--- config.mk ---
export PLATFORM = sky130hd
export DESIGN_NAME = vdec_frame_capture
export DESIGN_NICKNAME = d
export VERILOG_FILES = /design/src/rtl/vdec_pkg.sv /design/src/rtl/vdec_rgb555_pack.sv /design/src/rtl/vdec_keep_sel.sv /design/src/rtl/vdec_addr_gen.sv /design/src/rtl/vdec_frame_capture.sv
export SDC_FILE = /design/constraint.sdc
export NUM_CORES = 1
export LEC_CHECK = 0
export BUFFER_PORTS_ARGS = -buffer_cell sky130_fd_sc_hd__buf_2
export CAP_MARGIN = 5
export CORE_MARGIN = 2
export CORE_UTILIZATION = 45
export DETAILED_ROUTE_END_ITERATION = 10
export PLACE_DENSITY = 0.74
export SKIP_CTS_REPAIR_TIMING = 1
export SYNTH_ARGS = -nofsm -noshare
export SYNTH_HDL_FRONTEND = slang
export SYNTH_SLANG_ARGS = --single-unit
--- constraint.sdc ---
create_clock -name clk -period 2.31 [get_ports clk]
set_clock_uncertainty 0.05 [all_clocks]
set_input_delay 0.231 -clock clk [delete_from_list [all_inputs] [get_ports clk]]
set_output_delay 0.231 -clock clk [all_outputs]
set_load 0.005 [all_outputs]
--- src/rtl/vdec_pkg.sv ---
package vdec_pkg;
    typedef enum logic [1:0] {
        ST_IDLE    = 2'd0,
        ST_ARMED   = 2'd1,
        ST_CAPTURE = 2'd2,
        ST_DONE    = 2'd3
    } cap_state_t;

    localparam int FIELD_W = 5;
    localparam int WORD_W  = 16;
endpackage

--- src/rtl/vdec_rgb555_pack.sv ---
module vdec_rgb555_pack
    import vdec_pkg::*;
#(
    parameter int CH_W = 8
) (
    input  logic [CH_W-1:0]   red,
    input  logic [CH_W-1:0]   green,
    input  logic [CH_W-1:0]   blue,
    output logic [WORD_W-1:0] word
);
    // Keep the top FIELD_W bits of each channel; the spare top bit is zero.
    always_comb begin
        word = {1'b0,
                red  [CH_W-1 -: FIELD_W],
                green[CH_W-1 -: FIELD_W],
                blue [CH_W-1 -: FIELD_W]};
    end
endmodule

--- src/rtl/vdec_keep_sel.sv ---
module vdec_keep_sel (
    input  logic clk,
    input  logic rst_n,
    input  logic pix_valid,
    input  logic line_start,
    input  logic frame_start,
    output logic keep
);
    // Only parities are needed: odd line / odd pixel of the pixel just seen.
    logic line_odd_q, pix_odd_q;
    logic cur_line_odd, cur_pix_odd;

    always_comb begin
        if (frame_start)
            cur_line_odd = 1'b0;
        else if (line_start)
            cur_line_odd = ~line_odd_q;
        else
            cur_line_odd = line_odd_q;
        cur_pix_odd = (line_start || frame_start) ? 1'b0 : pix_odd_q;
        keep = pix_valid && !cur_line_odd && !cur_pix_odd;
    end

    always_ff @(posedge clk) begin
        if (!rst_n) begin
            line_odd_q <= 1'b0;
            pix_odd_q  <= 1'b0;
        end else if (pix_valid) begin
            line_odd_q <= cur_line_odd;
            pix_odd_q  <= ~cur_pix_odd;
        end
    end

    // a marked line start flips the line parity exactly once
    assert_line_flip_R1: assert property (@(posedge clk) disable iff (!rst_n)
        (pix_valid && line_start && !frame_start) |=> (line_odd_q != $past(line_odd_q)));
endmodule

--- src/rtl/vdec_addr_gen.sv ---
module vdec_addr_gen #(
    parameter int WORDS  = 76800,
    parameter int ADDR_W = 17
) (
    input  logic              clk,
    input  logic              rst_n,
    input  logic              clr,
    input  logic              step,
    output logic [ADDR_W-1:0] addr,
    output logic              last
);
    localparam logic [ADDR_W-1:0] LAST_ADDR = ADDR_W'(WORDS - 1);

    logic [ADDR_W-1:0] addr_q;

    always_ff @(posedge clk) begin
        if (!rst_n)
            addr_q <= '0;
        else if (clr)
            addr_q <= '0;
        else if (step)
            addr_q <= addr_q + 1'b1;
    end

    assign addr = addr_q;
    assign last = (addr_q == LAST_ADDR);

    // the word pointer never leaves the reduced frame
    assert_addr_range_R4: assert property (@(posedge clk) disable iff (!rst_n)
        addr_q <= LAST_ADDR);
endmodule

--- src/rtl/vdec_frame_capture.sv ---
module vdec_frame_capture
    import vdec_pkg::*;
#(
    parameter int IN_W   = 640,
    parameter int IN_H   = 480,
    parameter int CH_W   = 8,
    parameter int ADDR_W = $clog2((IN_W / 2) * (IN_H / 2))
) (
    input  logic              clk,
    input  logic              rst_n,
    input  logic              enable,
    input  logic              grant,
    input  logic              pix_valid,
    input  logic              line_start,
    input  logic              frame_start,
    input  logic [CH_W-1:0]   pix_r,
    input  logic [CH_W-1:0]   pix_g,
    input  logic [CH_W-1:0]   pix_b,
    output logic [ADDR_W-1:0] sram_addr,
    output logic [WORD_W-1:0] sram_data,
    output logic              sram_we,
    output logic              frame_done
);
    localparam int OUT_W = IN_W / 2;
    localparam int OUT_H = IN_H / 2;
    localparam int WORDS = OUT_W * OUT_H;

    cap_state_t        st, st_n;
    logic              keep, wr_fire, start_hit, addr_clr;
    logic              at_last;
    logic [ADDR_W-1:0] cur_addr;
    logic [WORD_W-1:0] packed_word;

    vdec_keep_sel u_keep (
        .clk         (clk),
        .rst_n       (rst_n),
        .pix_valid   (pix_valid),
        .line_start  (line_start),
        .frame_start (frame_start),
        .keep        (keep)
    );

    vdec_rgb555_pack #(.CH_W(CH_W)) u_pack (
        .red   (pix_r),
        .green (pix_g),
        .blue  (pix_b),
        .word  (packed_word)
    );

    vdec_addr_gen #(.WORDS(WORDS), .ADDR_W(ADDR_W)) u_addr (
        .clk   (clk),
        .rst_n (rst_n),
        .clr   (addr_clr),
        .step  (wr_fire),
        .addr  (cur_addr),
        .last  (at_last)
    );

    always_comb begin
        start_hit = pix_valid && frame_start && enable && grant;
        wr_fire   = keep && enable && grant &&
                    ((st == ST_CAPTURE) || (st == ST_ARMED && frame_start));
        st_n = st;
        unique case (st)
            ST_IDLE:    if (enable) st_n = ST_ARMED;
            ST_ARMED: begin
                if (!enable)        st_n = ST_IDLE;
                else if (start_hit) st_n = at_last ? ST_DONE : ST_CAPTURE;
            end
            ST_CAPTURE: begin
                if (!enable)                st_n = ST_IDLE;
                else if (!grant)            st_n = ST_ARMED;
                else if (wr_fire && at_last) st_n = ST_DONE;
            end
            ST_DONE:    if (!enable) st_n = ST_IDLE;
        endcase
        addr_clr = (st_n != ST_CAPTURE);
    end

    // State register
    always_ff @(posedge clk) begin
        if (!rst_n) st <= ST_IDLE;
        else        st <= st_n;
    end

    // Registered outputs
    always_ff @(posedge clk) begin
        if (!rst_n) begin
            sram_we    <= 1'b0;
            sram_addr  <= '0;
            sram_data  <= '0;
            frame_done <= 1'b0;
        end else begin
            sram_we    <= wr_fire;
            frame_done <= (st == ST_DONE) && enable;
            if (wr_fire) begin
                sram_addr <= cur_addr;
                sram_data <= packed_word;
            end
        end
    end

    // a write strobe always follows a granted cycle
    assert_we_granted_R8: assert property (@(posedge clk) disable iff (!rst_n)
        sram_we |-> $past(grant));

    // the red field written equals the red input of the previous cycle
    assert_red_field_R3: assert property (@(posedge clk) disable iff (!rst_n)
        sram_we |-> (sram_data[14:10] == $past(pix_r[CH_W-1 -: FIELD_W]) && !sram_data[15]));

    // no writes once the frame is reported complete
    assert_done_quiet_R6: assert property (@(posedge clk) disable iff (!rst_n)
        frame_done |-> !sram_we);

    // completion is held while enable stays high
    assert_done_hold_R6: assert property (@(posedge clk) disable iff (!rst_n)
        (frame_done && enable && $past(enable)) |=> frame_done);

    // a low enable clears completion in the next cycle
    assert_done_clear_R7: assert property (@(posedge clk) disable iff (!rst_n)
        !enable |=> !frame_done);
endmodule

## Word-level counts from Yosys, hierarchy flattened

Index checks and enable logic that the tools add are counted.

- Register bits after elaboration: 55
- Input port bits: 31

- Muxes and demuxes: 12
- Equality and inequality tests: 5
- Bitwise gates (word level): 3
- Add/subtract/negate cells: 1
- Reduce and logical (&&, ||, !) cells: 17

Operators by type and width:

| operator | count |
|---|---|
| $add A17 B1 Y17 const B | 1 |
| $eq A17 B17 Y1 const B | 1 |
| $mux W2 | 7 |
| $logic_and A1 B1 Y1 | 11 |
| $pmux W2 S4 | 1 |
| $eq A2 B2 Y1 const B | 2 |
| $mux W1 | 4 |
| $not A1 Y1 | 3 |
| $eq A2 B1 Y1 const B | 1 |
| $logic_not A1 Y1 | 2 |
| $logic_not A2 Y1 | 1 |
| $logic_or A1 B1 Y1 | 2 |
| $ne A2 B2 Y1 const B | 1 |
| $reduce_or A2 Y1 | 1 |

## Longest topological paths before layout

- Word-level depth: 16
- Gate-level depth with buffers: 8

## Hierarchy

From an unflattened synthesis, not the netlist that was laid out.

- Cells, all modules: 290
- Area, all modules: 2603.7 µm²

By module, submodules not included:

| module | area each (µm²) | cells each | seq. area each (µm²) | times used |
|---|---|---|---|---|
| vdec_frame_capture | 1521.5 | 165 | 740.7 | 1 |
| vdec_addr_gen | 849.6 | 96 | 340.3 | 1 |
| vdec_rgb555_pack | 123.9 | 17 | 0.0 | 1 |
| vdec_keep_sel | 108.9 | 12 | 40.0 | 1 |

## Worst setup path before layout

OpenSTA, ideal clock, no wires.

- Path kind: register -> register
- From: register u_addr.addr_q[14], in the netlist u_addr.addr[14]
- To: register u_addr.addr_q[7], in the netlist u_addr.addr[7]
- Stages on the path, launching flop included: 7
- Arrival: 1.599 ns
- Setup time: 0.125 ns
- Clock period less this slack: 1.775 ns
- Required time: 2.135 ns
- Buffers on the path: 1
- Slack: 0.535 ns
- Path through: dfxtp_1 or2_1 or4_4 o2111ai_2 a31o_4 buf_6 a21oi_1

- Cells in the longest elaborated chain, start to end: 8
- Elaborated cells on any way between the ends: 11
- Those cells by class: eq/ne (2); mux (7); reduce/logical (2)

RTL lines:

| what | line | source |
|---|---|---|
| from (decl) | vdec_addr_gen.sv:14 | `logic [ADDR_W-1:0] addr_q;` |
| from (signal assigned) | vdec_addr_gen.sv:22 | `addr_q <= addr_q + 1'b1;` |
| $eq A17 B17 Y1 * | vdec_addr_gen.sv:26 | `assign last = (addr_q == LAST_ADDR);` |
| $logic_and A1 B1 Y1 | vdec_frame_capture.sv:73 | `else if (wr_fire && at_last) st_n = ST_DONE;` |
| $mux W2 | vdec_frame_capture.sv:73 |  |
| $mux W2 | vdec_frame_capture.sv:72 | `else if (!grant) st_n = ST_ARMED;` |
| $mux W2 | vdec_frame_capture.sv:71 | `if (!enable) st_n = ST_IDLE;` |
| $pmux W2 S4 * | vdec_frame_capture.sv:64 | `unique case (st)` |
| $ne A2 B2 Y1 * | vdec_frame_capture.sv:77 | `addr_clr = (st_n != ST_CAPTURE);` |
| $reduce_or A2 Y1 (no line) * | - |  |

Every way passes the cells marked *; elsewhere a longest branch is shown, timed or not.
A chain may end at the register's enable or synchronous reset.

## Worst setup path after layout

- From: register u_addr.addr_q[2], in the netlist u_addr.addr[2]
- To: register u_addr.addr_q[8], in the netlist u_addr.addr[8]

- Cells in the longest elaborated chain, start to end: 8
- Elaborated cells on any way between the ends: 12
- Those cells by class: add/sub (1); eq/ne (2); mux (7); reduce/logical (2)

RTL lines:

| what | line |
|---|---|
| $eq A17 B17 Y1 | vdec_addr_gen.sv:26 |
| $logic_and A1 B1 Y1 | vdec_frame_capture.sv:73 |
| $mux W2 | vdec_frame_capture.sv:73 |
| $mux W2 | vdec_frame_capture.sv:72 |
| $mux W2 | vdec_frame_capture.sv:71 |
| $pmux W2 S4 | vdec_frame_capture.sv:64 |
| $ne A2 B2 Y1 | vdec_frame_capture.sv:77 |
| $reduce_or A2 Y1 (no line) | - |

Several ways; a longest one is shown, not always the timed one.

==> flow_metrics.env <==
export IMPL_status="complete, no violations"
export IMPL_cts_tree="done"
export IMPL_vias=2125
export IMPL_synth_area_mm2=0.00249
export IMPL_syn_to_final_growth_pct=17.6
export IMPL_synthArstFlopShare_pct=0
export IMPL_yosysSeqAreaShare_pct=44.3
export IMPL_critPathKind="flop to flop"
export IMPL_finalWorstSetupSlack_ns=0.290
export IMPL_drtIter0Drc=111
export IMPL_yosys_area_top_type="dfxtp_1"
export IMPL_min_delay_start="pix_b[6]"
export IMPL_overflow=0
export IMPL_p_leak_nw=1.06
export IMPL_clk_pin_slew_worst_paths_ns=0.09
export IMPL_gp_congestion=0.801
export IMPL_syn_nets=314
export IMPL_ant_nets=0
export IMPL_dp_slack_ns=0.334
export IMPL_synth_edf_count=0
export IMPL_synth_area_top_cells="dfxtp_1, nand2_1, a21boi_0"
export IMPL_final_hold_violation_count=0
export IMPL_crit_start="u_addr.addr[2]$_SDFFE_PP0P_"
export IMPL_clock_path_buffers=2
export IMPL_synth_distinct_cells=50
export IMPL_layout_common_cells="nand2_1, dfxtp_1, buf_2, a21boi_0, buf_4"
export IMPL_grt_pass1_vias=1972
export IMPL_place_area_mm2=0.00284
export IMPL_finalPower_mw=1.57
export IMPL_wire_per_inst_um=12.6
export IMPL_io_buffers=55
export IMPL_num_antenna_cells=0
export IMPL_crit_arrival_ns=2.16
export IMPL_fmax_mhz=495
export IMPL_drv_cap=0
export IMPL_final_area_mm2=0.00292
export IMPL_avgSynthCellArea_um2=8.82
export IMPL_setup_viol=0
export IMPL_dp_hpwl_mm=3.61
export IMPL_p_per_area_mw_per_mm2=536
export IMPL_fin_nets=368
export IMPL_h_tree_depth=2
export IMPL_min_period_ns=2.02
export IMPL_cts_made_buffers=5
export IMPL_final_common_cell="nand2_1"
export IMPL_gr_usage_all_layers_pct=17.9
export IMPL_finalCritPeriodShare_pct=87.5
export IMPL_rsz0062_at_grt="no"
export IMPL_regToRegStartpoint="u_addr.addr[2]$_SDFFE_PP0P_"
export IMPL_die_width_um=78.3
export IMPL_hold_path_class="input port to flop"
export IMPL_startpoint_type="flop"
export IMPL_cp_max_fo=13
export IMPL_die_height_um=78.3
export IMPL_ys_ff_latch=55
export IMPL_yosysTopAreaCellShare_pct=44.3
export IMPL_die_area_mm2=0.00614
export IMPL_antenna_found_initial=0
export IMPL_grt_first_pass_wirelength_mm=8.95
export IMPL_crit_required_ns=2.45
export IMPL_drive_gt1_share_pct=25.6
export IMPL_finalSetupTns_ns=0
export IMPL_start_util_pct=46.0
export IMPL_wl_mm=5.14
export IMPL_core_mm2=0.00541
export IMPL_grt_max_degree=37
export IMPL_endpoint_kind="flop"
export IMPL_firstDrtPassIters=5
export IMPL_timing_final_max_slew_violations=0
export IMPL_post_route_drc_count=0
export IMPL_ir_drop_mv=0.259
export IMPL_ios=66
export IMPL_cts_root_buf="clkbuf_8"
export IMPL_synth_top_flop_cell="dfxtp_1"
export IMPL_cts_sinks=55
export IMPL_viasPerCell=5.21
export IMPL_clk_latency_ns=0.31
export IMPL_netlist_instances=282
export IMPL_rows=27
export IMPL_yosysWarningCount=0
-- logic make-up (layout without fill, tap and decap cells) --
kind of cell               count (synthesis)  in the layout  share of synthesized area [%]
xor gates and xnor gates                  10             10                           3.52
buffers and inverters                     23             77                           4.73
and+or+nand+nor                          122            122                           23.5
other                                      1              1                          0.151
DFF                                       55             55                           44.3
adders and majority gates                  1              1                          0.503
AOI/OAI and AO/OA                         70             70                           23.4
-- critical path: stages (launching register included) --
cell	delay, ns
dfxtp_1	0.45
and4_1	0.39
nand4_4	0.23
a211oi_4	0.39
a31o_4	0.31
a21oi_1	0.07
-- layer usage --
| metal | vias up | global-route usage, % | part of all wire [%] |
|---|---|---|---|
| met3 | 6 | 3.33 | 4.2 |
| met5 | - | 0 | 0 |
| li1 | 1079 | - | - |
| met2 | 47 | 30.0 | 47 |
| met4 | 0 | 7.37 | 1.7 |
| met1 | 993 | 22.8 | 47 |
-- path summary, 6_finish.rpt --
| kind | slack [ns] | cells past startpoint | end |
|---|---|---|---|
| max | 0.29 | 5 | u_addr.addr[8]$_SDFFE_PP0P_ |
| min | 0.11 | 3 | sram_data[3]$_SDFFE_PN0P_ |
| max reg2reg | 0.29 | 5 | u_addr.addr[8]$_SDFFE_PP0P_ |
| min reg2reg | 0.41 | 2 | sram_addr[6]$_SDFFE_PN0P_ |
-- power by group --
| part | leakage, nW | switching (mW) | internal [mW] |
|---|---|---|---|
| clock | 0.0470 | 0.294 | 0.236 |
| sequential | 0.444 | 0.00456 | 0.953 |
| combinational | 0.565 | 0.0426 | 0.0374 |
-- cell type report --
type                       instances  area (um^2)
inverter                           3         11.3
clock buffer                       6         82.6
tap                               72         90.1
fill                             534         2480
sequential                        55         1100
multi-input combinational        204         1270
timing repair buffer              67          365
clock inverter                     1         5.00
-- state kept, by name (all words and copies together) (netlist names) --
register / flops
frame_done: 1
sram_addr: 17
sram_data: 15
sram_we: 1
st: 2
u_addr.addr: 17
u_keep.line_odd_q: 1
u_keep.pix_odd_q: 1
-- cells in the mapped netlist, drive strengths merged, types with 2 or more instances --
| library cell | instances |
|---|---|
| o21ai | 5 |
| a21oi | 10 |
| nand4b | 2 |
| and4 | 2 |
| a21bo | 2 |
| a211oi | 4 |
| and3 | 2 |
| nand4 | 7 |
| buf | 14 |
| a21boi | 33 |
| a2111oi | 4 |
| inv | 3 |
| nand2 | 77 |
| or4 | 3 |
| clkbuf | 6 |
| nand3 | 5 |
| nor3 | 2 |
| xnor2 | 9 |
| or3 | 2 |
| nand3b | 2 |
| nor2 | 11 |
| dfxtp | 55 |
| o31ai | 2 |
-- metrics by stage --
| stage | util, % | hold WS [ns] | instances |
|---|---|---|---|
| floorplan | - | 0.319 | 282 |
| global placement | 52.5 | 0.397 | 401 |
| detailed placement | 52.5 | 0.403 | 401 |
| CTS | 54.1 | 0.104 | 408 |
| global route | 54.1 | 0.109 | 408 |
| finish | 54.1 | 0.112 | 408 |
(Power assumes the default switching activity.)
